`src/rtl/vtf_pkg.sv`:
```
package vtf_pkg;
  typedef enum logic [1:0] {
    EV_IDLE  = 2'd0,
    EV_START = 2'd1,
    EV_STEP  = 2'd2
  } vtf_ev_e;
endpackage

```
`src/rtl/vtf_ctrl.sv`:
```
module vtf_ctrl
  import vtf_pkg::*;
#(
  parameter int LW = 8
) (
  input  logic          clk,
  input  logic          rst_n,
  input  logic          rate_start,
  input  logic          frame_start,
  input  logic          calc_ok,
  input  logic [LW-1:0] len_sel,
  output vtf_ev_e       ev,
  output logic [LW-1:0] idx
);
  logic          pend_q, pend_d;
  logic          act_q, act_d;
  logic [LW-1:0] cnt_q, cnt_d;
  logic [LW-1:0] inc;
  logic          take;

  always_comb begin
    if (frame_start && pend_q)     ev = EV_START;
    else if (frame_start && act_q) ev = EV_STEP;
    else                           ev = EV_IDLE;
  end

  // index used for this frame; a fresh rate always begins at 0
  assign idx  = (ev == EV_START) ? '0 : cnt_q;
  assign inc  = idx + LW'(1);
  assign take = (ev != EV_IDLE) && calc_ok;

  always_comb begin
    pend_d = rate_start | (pend_q & ~((ev == EV_START) && calc_ok));
    act_d  = act_q;
    cnt_d  = cnt_q;
    if (take) begin
      cnt_d = (inc >= len_sel) ? '0 : inc;
      if (ev == EV_START) act_d = (len_sel != '0);
    end
  end

  always_ff @(posedge clk or negedge rst_n) begin
    if (!rst_n) begin
      pend_q <= 1'b0;
      act_q  <= 1'b0;
      cnt_q  <= '0;
    end else begin
      pend_q <= pend_d;
      act_q  <= act_d;
      cnt_q  <= cnt_d;
    end
  end
endmodule

```
`src/rtl/vtf_patsel.sv`:
```
module vtf_patsel #(
  parameter int PAT_BITS = 128,
  parameter int LW       = 8
) (
  input  logic [PAT_BITS-1:0] pattern,
  input  logic [LW-1:0]       idx,
  output logic                bit_o
);
  localparam int IW = $clog2(PAT_BITS);
  logic [PAT_BITS-1:0] lin;

  // remap byte-wise MSB-first storage into a linear frame order
  for (genvar p = 0; p < PAT_BITS; p++) begin : g_map
    assign lin[p] = pattern[8*(p/8) + 7 - (p%8)];
  end

  assign bit_o = (int'(idx) < PAT_BITS) ? lin[idx[IW-1:0]] : 1'b0;
endmodule

```
`src/rtl/vtf_timing.sv`:
```
module vtf_timing #(
  parameter int VW = 16
) (
  input  logic [VW-1:0] int_total,
  input  logic          frac_bit,
  input  logic          frac_on,
  input  logic [VW-1:0] base_vtotal,
  input  logic [VW-1:0] base_vs_start,
  input  logic [VW-1:0] base_vdisp,
  output logic [VW-1:0] total,
  output logic [VW-1:0] fp,
  output logic          ok
);
  logic [VW-1:0] base_fp;

  assign total   = int_total + VW'(frac_on & frac_bit);
  assign base_fp = base_vs_start - base_vdisp;
  assign fp      = base_fp + total - base_vtotal;
  assign ok      = (total != '0);
endmodule

```
`src/rtl/vtot_frac_seq.sv`:
```
module vtot_frac_seq
  import vtf_pkg::*;
#(
  parameter int VW       = 16,
  parameter int LW       = 8,
  parameter int PAT_BITS = 128
) (
  input  logic                clk,
  input  logic                rst_n,
  input  logic [VW-1:0]       base_vtotal,
  input  logic [VW-1:0]       base_vs_start,
  input  logic [VW-1:0]       base_vdisp,
  input  logic [VW-1:0]       prof_vtotal,
  input  logic [LW-1:0]       prof_len,
  input  logic [PAT_BITS-1:0] prof_pattern,
  input  logic                rate_start,
  input  logic                frame_start,
  output logic [VW-1:0]       vtotal_o,
  output logic [VW-1:0]       vfp_o,
  output logic                upd_o,
  output logic                err_o
);
  localparam logic [LW-1:0] MAX_LEN = LW'(PAT_BITS);

  vtf_ev_e             ev;
  logic [LW-1:0]       idx;
  logic [LW-1:0]       len_in, len_sel, len_q;
  logic [VW-1:0]       int_sel, int_q;
  logic [PAT_BITS-1:0] pat_sel, pat_q;
  logic                fbit, ok;
  logic [VW-1:0]       total, fp;
  logic                is_start, prof_en, out_en;
  logic [VW-1:0]       vt_d, fp_d;
  logic                upd_d, err_d;

  assign len_in   = (prof_len > MAX_LEN) ? MAX_LEN : prof_len;
  assign is_start = (ev == EV_START);
  assign len_sel  = is_start ? len_in      : len_q;
  assign int_sel  = is_start ? prof_vtotal : int_q;
  assign pat_sel  = is_start ? prof_pattern : pat_q;

  vtf_ctrl #(.LW(LW)) i_ctrl (
    .clk(clk), .rst_n(rst_n), .rate_start(rate_start),
    .frame_start(frame_start), .calc_ok(ok), .len_sel(len_sel),
    .ev(ev), .idx(idx)
  );

  vtf_patsel #(.PAT_BITS(PAT_BITS), .LW(LW)) i_patsel (
    .pattern(pat_sel), .idx(idx), .bit_o(fbit)
  );

  vtf_timing #(.VW(VW)) i_timing (
    .int_total(int_sel), .frac_bit(fbit), .frac_on(len_sel != '0),
    .base_vtotal(base_vtotal), .base_vs_start(base_vs_start),
    .base_vdisp(base_vdisp), .total(total), .fp(fp), .ok(ok)
  );

  assign prof_en = is_start && ok;
  assign out_en  = (ev != EV_IDLE) && ok;

  always_comb begin
    vt_d  = out_en ? total : vtotal_o;
    fp_d  = out_en ? fp    : vfp_o;
    upd_d = out_en;
    err_d = (ev != EV_IDLE) && !ok;
  end

  always_ff @(posedge clk or negedge rst_n) begin
    if (!rst_n) begin
      len_q <= '0;
      int_q <= '0;
      pat_q <= '0;
    end else if (prof_en) begin
      len_q <= len_in;
      int_q <= prof_vtotal;
      pat_q <= prof_pattern;
    end
  end

  always_ff @(posedge clk or negedge rst_n) begin
    if (!rst_n) begin
      vtotal_o <= '0;
      vfp_o    <= '0;
      upd_o    <= 1'b0;
      err_o    <= 1'b0;
    end else begin
      vtotal_o <= vt_d;
      vfp_o    <= fp_d;
      upd_o    <= upd_d;
      err_o    <= err_d;
    end
  end
endmodule

```
`config.mk`:
```
export PLATFORM = sky130hd
export DESIGN_NAME = vtot_frac_seq
export DESIGN_NICKNAME = d
export VERILOG_FILES = /design/src/rtl/vtf_pkg.sv /design/src/rtl/vtf_ctrl.sv /design/src/rtl/vtf_patsel.sv /design/src/rtl/vtf_timing.sv /design/src/rtl/vtot_frac_seq.sv
export SDC_FILE = /design/constraint.sdc
export NUM_CORES = 1
export LEC_CHECK = 0
export BUFFER_PORTS_ARGS = -buffer_cell sky130_fd_sc_hd__buf_4
export CORE_ASPECT_RATIO = 1.5
export CORE_MARGIN = 3
export CORE_UTILIZATION = 55
export CTS_CLUSTER_DIAMETER = 100
export DETAILED_ROUTE_END_ITERATION = 6
export PLACE_DENSITY = 0.8
export SLEW_MARGIN = 10
export SYNTH_ARGS = -nofsm -noshare
export SYNTH_HDL_FRONTEND = slang
export SYNTH_SLANG_ARGS = --single-unit
```
`constraint.sdc`:
```
create_clock -name clk -period 7.3 [get_ports clk]
set_clock_uncertainty 0.1 [all_clocks]
set_input_delay 0.73 -clock clk [delete_from_list [all_inputs] [get_ports clk]]
set_output_delay 0.73 -clock clk [all_outputs]
set_load 0.02 [all_outputs]
```
==> impl_metrics.csv <==
group,metric,value,unit
status,status,"completed",
global_routing,grt_pass1_vias,8057,
global_routing,grt_pass1_wl,40.59,mm
drt,wl_met2,13.89,mm
synthesis,avgSynthCellArea,12.90,µm²
global_routing,grtUsageTotal,23.66,%
synthesis,synth_top_cell_area_share,44.12,%
synthesis,ys_warn_count,0,
critical_path,worst_path_largest_cell_delay,0.68,ns
clock_network,cts_hold_buf,0,
run,maxCapViolations,0,
pwr,power_density,297.7,mW/mm²
clock_network,post_cts_buffers,0,
critical_path,rrSetupSlack,0.62,ns
timing,setup_viol,0,
floorplan,row_count,63,
drt,dr_wl_met3,1.525,mm
floorplan,initial_core_util,56.18,%
drt,first_pass_iters,4,
critical_path,reg2reg_from,"i_ctrl.cnt_q[1]$_DFFE_PN0N_",
timing,timing.final.crit_share,91.52,%
clock_network,numCtsBuffers,17,
drt,wl_per_cell,18.69,µm
synthesis,synth_top_family_by_area,"multiplexers",
critical_path,cp_slowest_cell,"dfrtp_2",
timing,fin_tns_setup,0,ns
critical_path,end_kind,"register",
drt,postRouteAntennaNets,0,
synthesis,synth_mux_area_share,28.55,%
timing,worst_slack,0.6190,ns
critical_path,crit_arrival,6.90,ns
pwr,peakVddDrop,0.2349,mV
critical_path,crit_required,7.52,ns
synthesis,synth_nets,1124,
timing,max_slew_margin,24.67,%
clock_network,tritoncts,"built",
synthesis,synth_flop_cell,"dfrtp_1",
critical_path,critical_path.max_fanout,31,
synthesis,synth_compound_area_share,5.234,%
timing,maxSlewViolCount,0,
synthesis,async_reset_ff_share,100.0,%
global_routing,grt_max_degree,155,
critical_path,crit_chain,"buf_4, nor2b_1, a211oi_1, a211oi_1, a31oi_1, mux4_2, o32ai_1, o211ai_1, a21boi_0, ha_1, o221ai_1, nor4b_2, nand2_1, xnor2_1, mux2i_1, inv_1, fa_1, ha_1, and2_1, a311o_1, o211ai_1, o21ai_0, xnor2_1, mux2_2",
timing,fmax,149.7,MHz
critical_path,cp-start-kind,"register",
critical_path,crit_type,"register to register",
synthesis,syn_area,0.01112,mm²
timing,hold_violations,0,
clock_network,clock-sinks,196,
synthesis,synth.ff_latch_count,196,
timing,holdWs,0.3524,ns
clock_network,clock_latency,0.43,ns
pwr,power_leakage,0.006196,µW
layout,area.growth.synth_to_final,23.16,%
clock_network,cts_max_path_buffers,2,
drt,routed.top_layer,"met4",
layout,diodes,0,
floorplan,die_area,0.02199,mm²
clock_network,cts-root-buf,"clkbuf_16",
layout,fin_nets,1348,
placement,place_hpwl,19.31,mm
clock_network,htreeDepth,4,
layout,layout_common_cells,"244 x buf_4, 194 x dfrtp_1, 120 x mux2_2",
floorplan,die_w,122.1,µm
drt,drt_iter0_markers,371,
layout,layout_commonest_cell,"buf_4",
synthesis,synthSimpleGateAreaFrac,5.707,%
layout,drive_gt1_share,40.67,%
placement,io_buffers,237,
timing,fin_crit,6.681,ns
drt,drcViolationCount,0,
synthesis,synth_edf_count,0,
synthesis,synth_adder_area_share,8.555,%
drt,wl,25.40,mm
drt,viasPerCell,5.600,
global_routing,antenna_found_initial,0,
hold_path,worstHoldPathType,"primary input to async pin",
critical_path,r2r-end,"vfp_o[15]$_DFFE_PN0N_",
synthesis,synth_area_leaders,"dfrtp_1 44%, mux2_2 12%, mux4_2 6.9%",
synthesis,yosysUniqueCellTypes,61,
placement,gp_congestion,0.9151,
floorplan,io_pins,238,
floorplan,dieHeight,180.1,µm
synthesis,yosysSeqAreaShare,44.12,%
timing,worstMarginPinSlew,1.127,ns
synthesis,synthXorXnorAreaFrac,3.456,%
drt,m1WireLength,9.093,mm
drt,vias,7610,
placement,post-place-ws,0.6142,ns
clock_network,clk_pin_slew,0.07,ns
layout,nFillCells,1462,
critical_path,rr_worst_depth,24,
clock_network,cts.repair.resized,0,
synthesis,synth_cells,862,
floorplan,coreArea,0.01979,mm²
global_routing,grt_overflow,0,
timing,rsz0062_at_grt,"no",
synthesis,synth_largest_area_cell,"dfrtp_1",
## cells in the mapped netlist (all sizes together), types with 4 or more instances
library cell and count:
mux2i 38, nor2 21, mux2 180, fa 30, ha 28, and3 5, a21boi 4, nand3 13
mux4 34, buf 30, a31oi 10, nand2b 4, nand2 28, a21oi 13, clkbuf 11, nor3 13
inv 66, o211ai 4, nor4b 5, nor2b 11, o21a 4, xnor2 30, dfrtp 196, and2 4
o21ai 24, xor2 13, a211oi 6, a21o 4
## final cells by class
class / count / area [µm²] / area share, %
multi-input cells: 558 / 5757 / 42.05
flip-flops and latches: 196 / 4907 / 35.84
repair buffers: 246 / 1866 / 13.63
clock buffers: 20 / 456.7 / 3.336
well taps: 260 / 325.3 / 2.376
inverters: 67 / 251.5 / 1.837
clock inverters: 12 / 127.6 / 0.9322
## flip-flops by register name, summed over array words and instances (netlist names)
signal and cells:
pat_q 128, i_ctrl.act_q 1, upd_o 1, vtotal_o 16, vfp_o 16, err_o 1
i_ctrl.cnt_q 8, int_q 16, len_q 8, i_ctrl.pend_q 1
## how the worst max path moves through the flow
stage                           startpoint                    end  slack, ns  cells after the start
2_1_floorplan                  frame_start  vfp_o[15]$_DFFE_PN0N_       1.16                     24
3_3_place_gp                   frame_start  vfp_o[15]$_DFFE_PN0N_       0.81                     24
3_5_place_dp                   frame_start  vfp_o[15]$_DFFE_PN0N_       0.61                     24
4_1_cts        i_ctrl.cnt_q[1]$_DFFE_PN0N_  vfp_o[15]$_DFFE_PN0N_       0.61                     24
5_1_grt        i_ctrl.cnt_q[1]$_DFFE_PN0N_  vfp_o[15]$_DFFE_PN0N_       0.10                     24
6_report       i_ctrl.cnt_q[1]$_DFFE_PN0N_  vfp_o[15]$_DFFE_PN0N_       0.62                     24
## stage by stage
step	utilization [%]	total power [µW]	area [µm²]	cells
2_1_floorplan	-	2642	11120	862
3_3_place_gp	66.24	3124	13110	1327
3_5_place_dp	66.24	3172	13110	1327
4_1_cts	69.20	4118	13690	1359
5_1_grt	69.20	4337	13690	1359
6_report	69.20	4076	13690	1359
## kinds of logic (layout without fill, tap and decap cells)
| group | after synthesis | in the layout |
|---|---|---|
| xor gates and xnor gates | 43 | 43 |
| buffers and inverters | 108 | 345 |
| and+or+nand+nor | 117 | 117 |
| AOI/OAI and AO/OA | 88 | 88 |
| DFF | 196 | 196 |
| muxes | 252 | 252 |
| adders and majority gates | 58 | 58 |
## power by group
| group | internal [µW] | leakage [µW] | switching, µW |
|---|---|---|---|
| Clock | 524 | 0.000291 | 409 |
| Sequential | 1300 | 0.00231 | 168 |
| Combinational | 888 | 0.00360 | 787 |
## critical path: cells and delay by family (launching register included)
family	cells	cell delay, ns
fa+ha+maj	3	1.07
compound gates	10	1.90
simple gates	4	0.89
mux	3	1.17
xor+xnor	2	0.28
flops	1	0.68
buf+inv	2	0.46
## per-layer routing
layer / vias up / track usage [%]
met5: - / 0
met4: 0 / 9.910
met3: 54 / 5.025
met2: 240 / 42.94
met1: 3792 / 26.47
li1: 3524 / -
(Power assumes the default switching activity.)
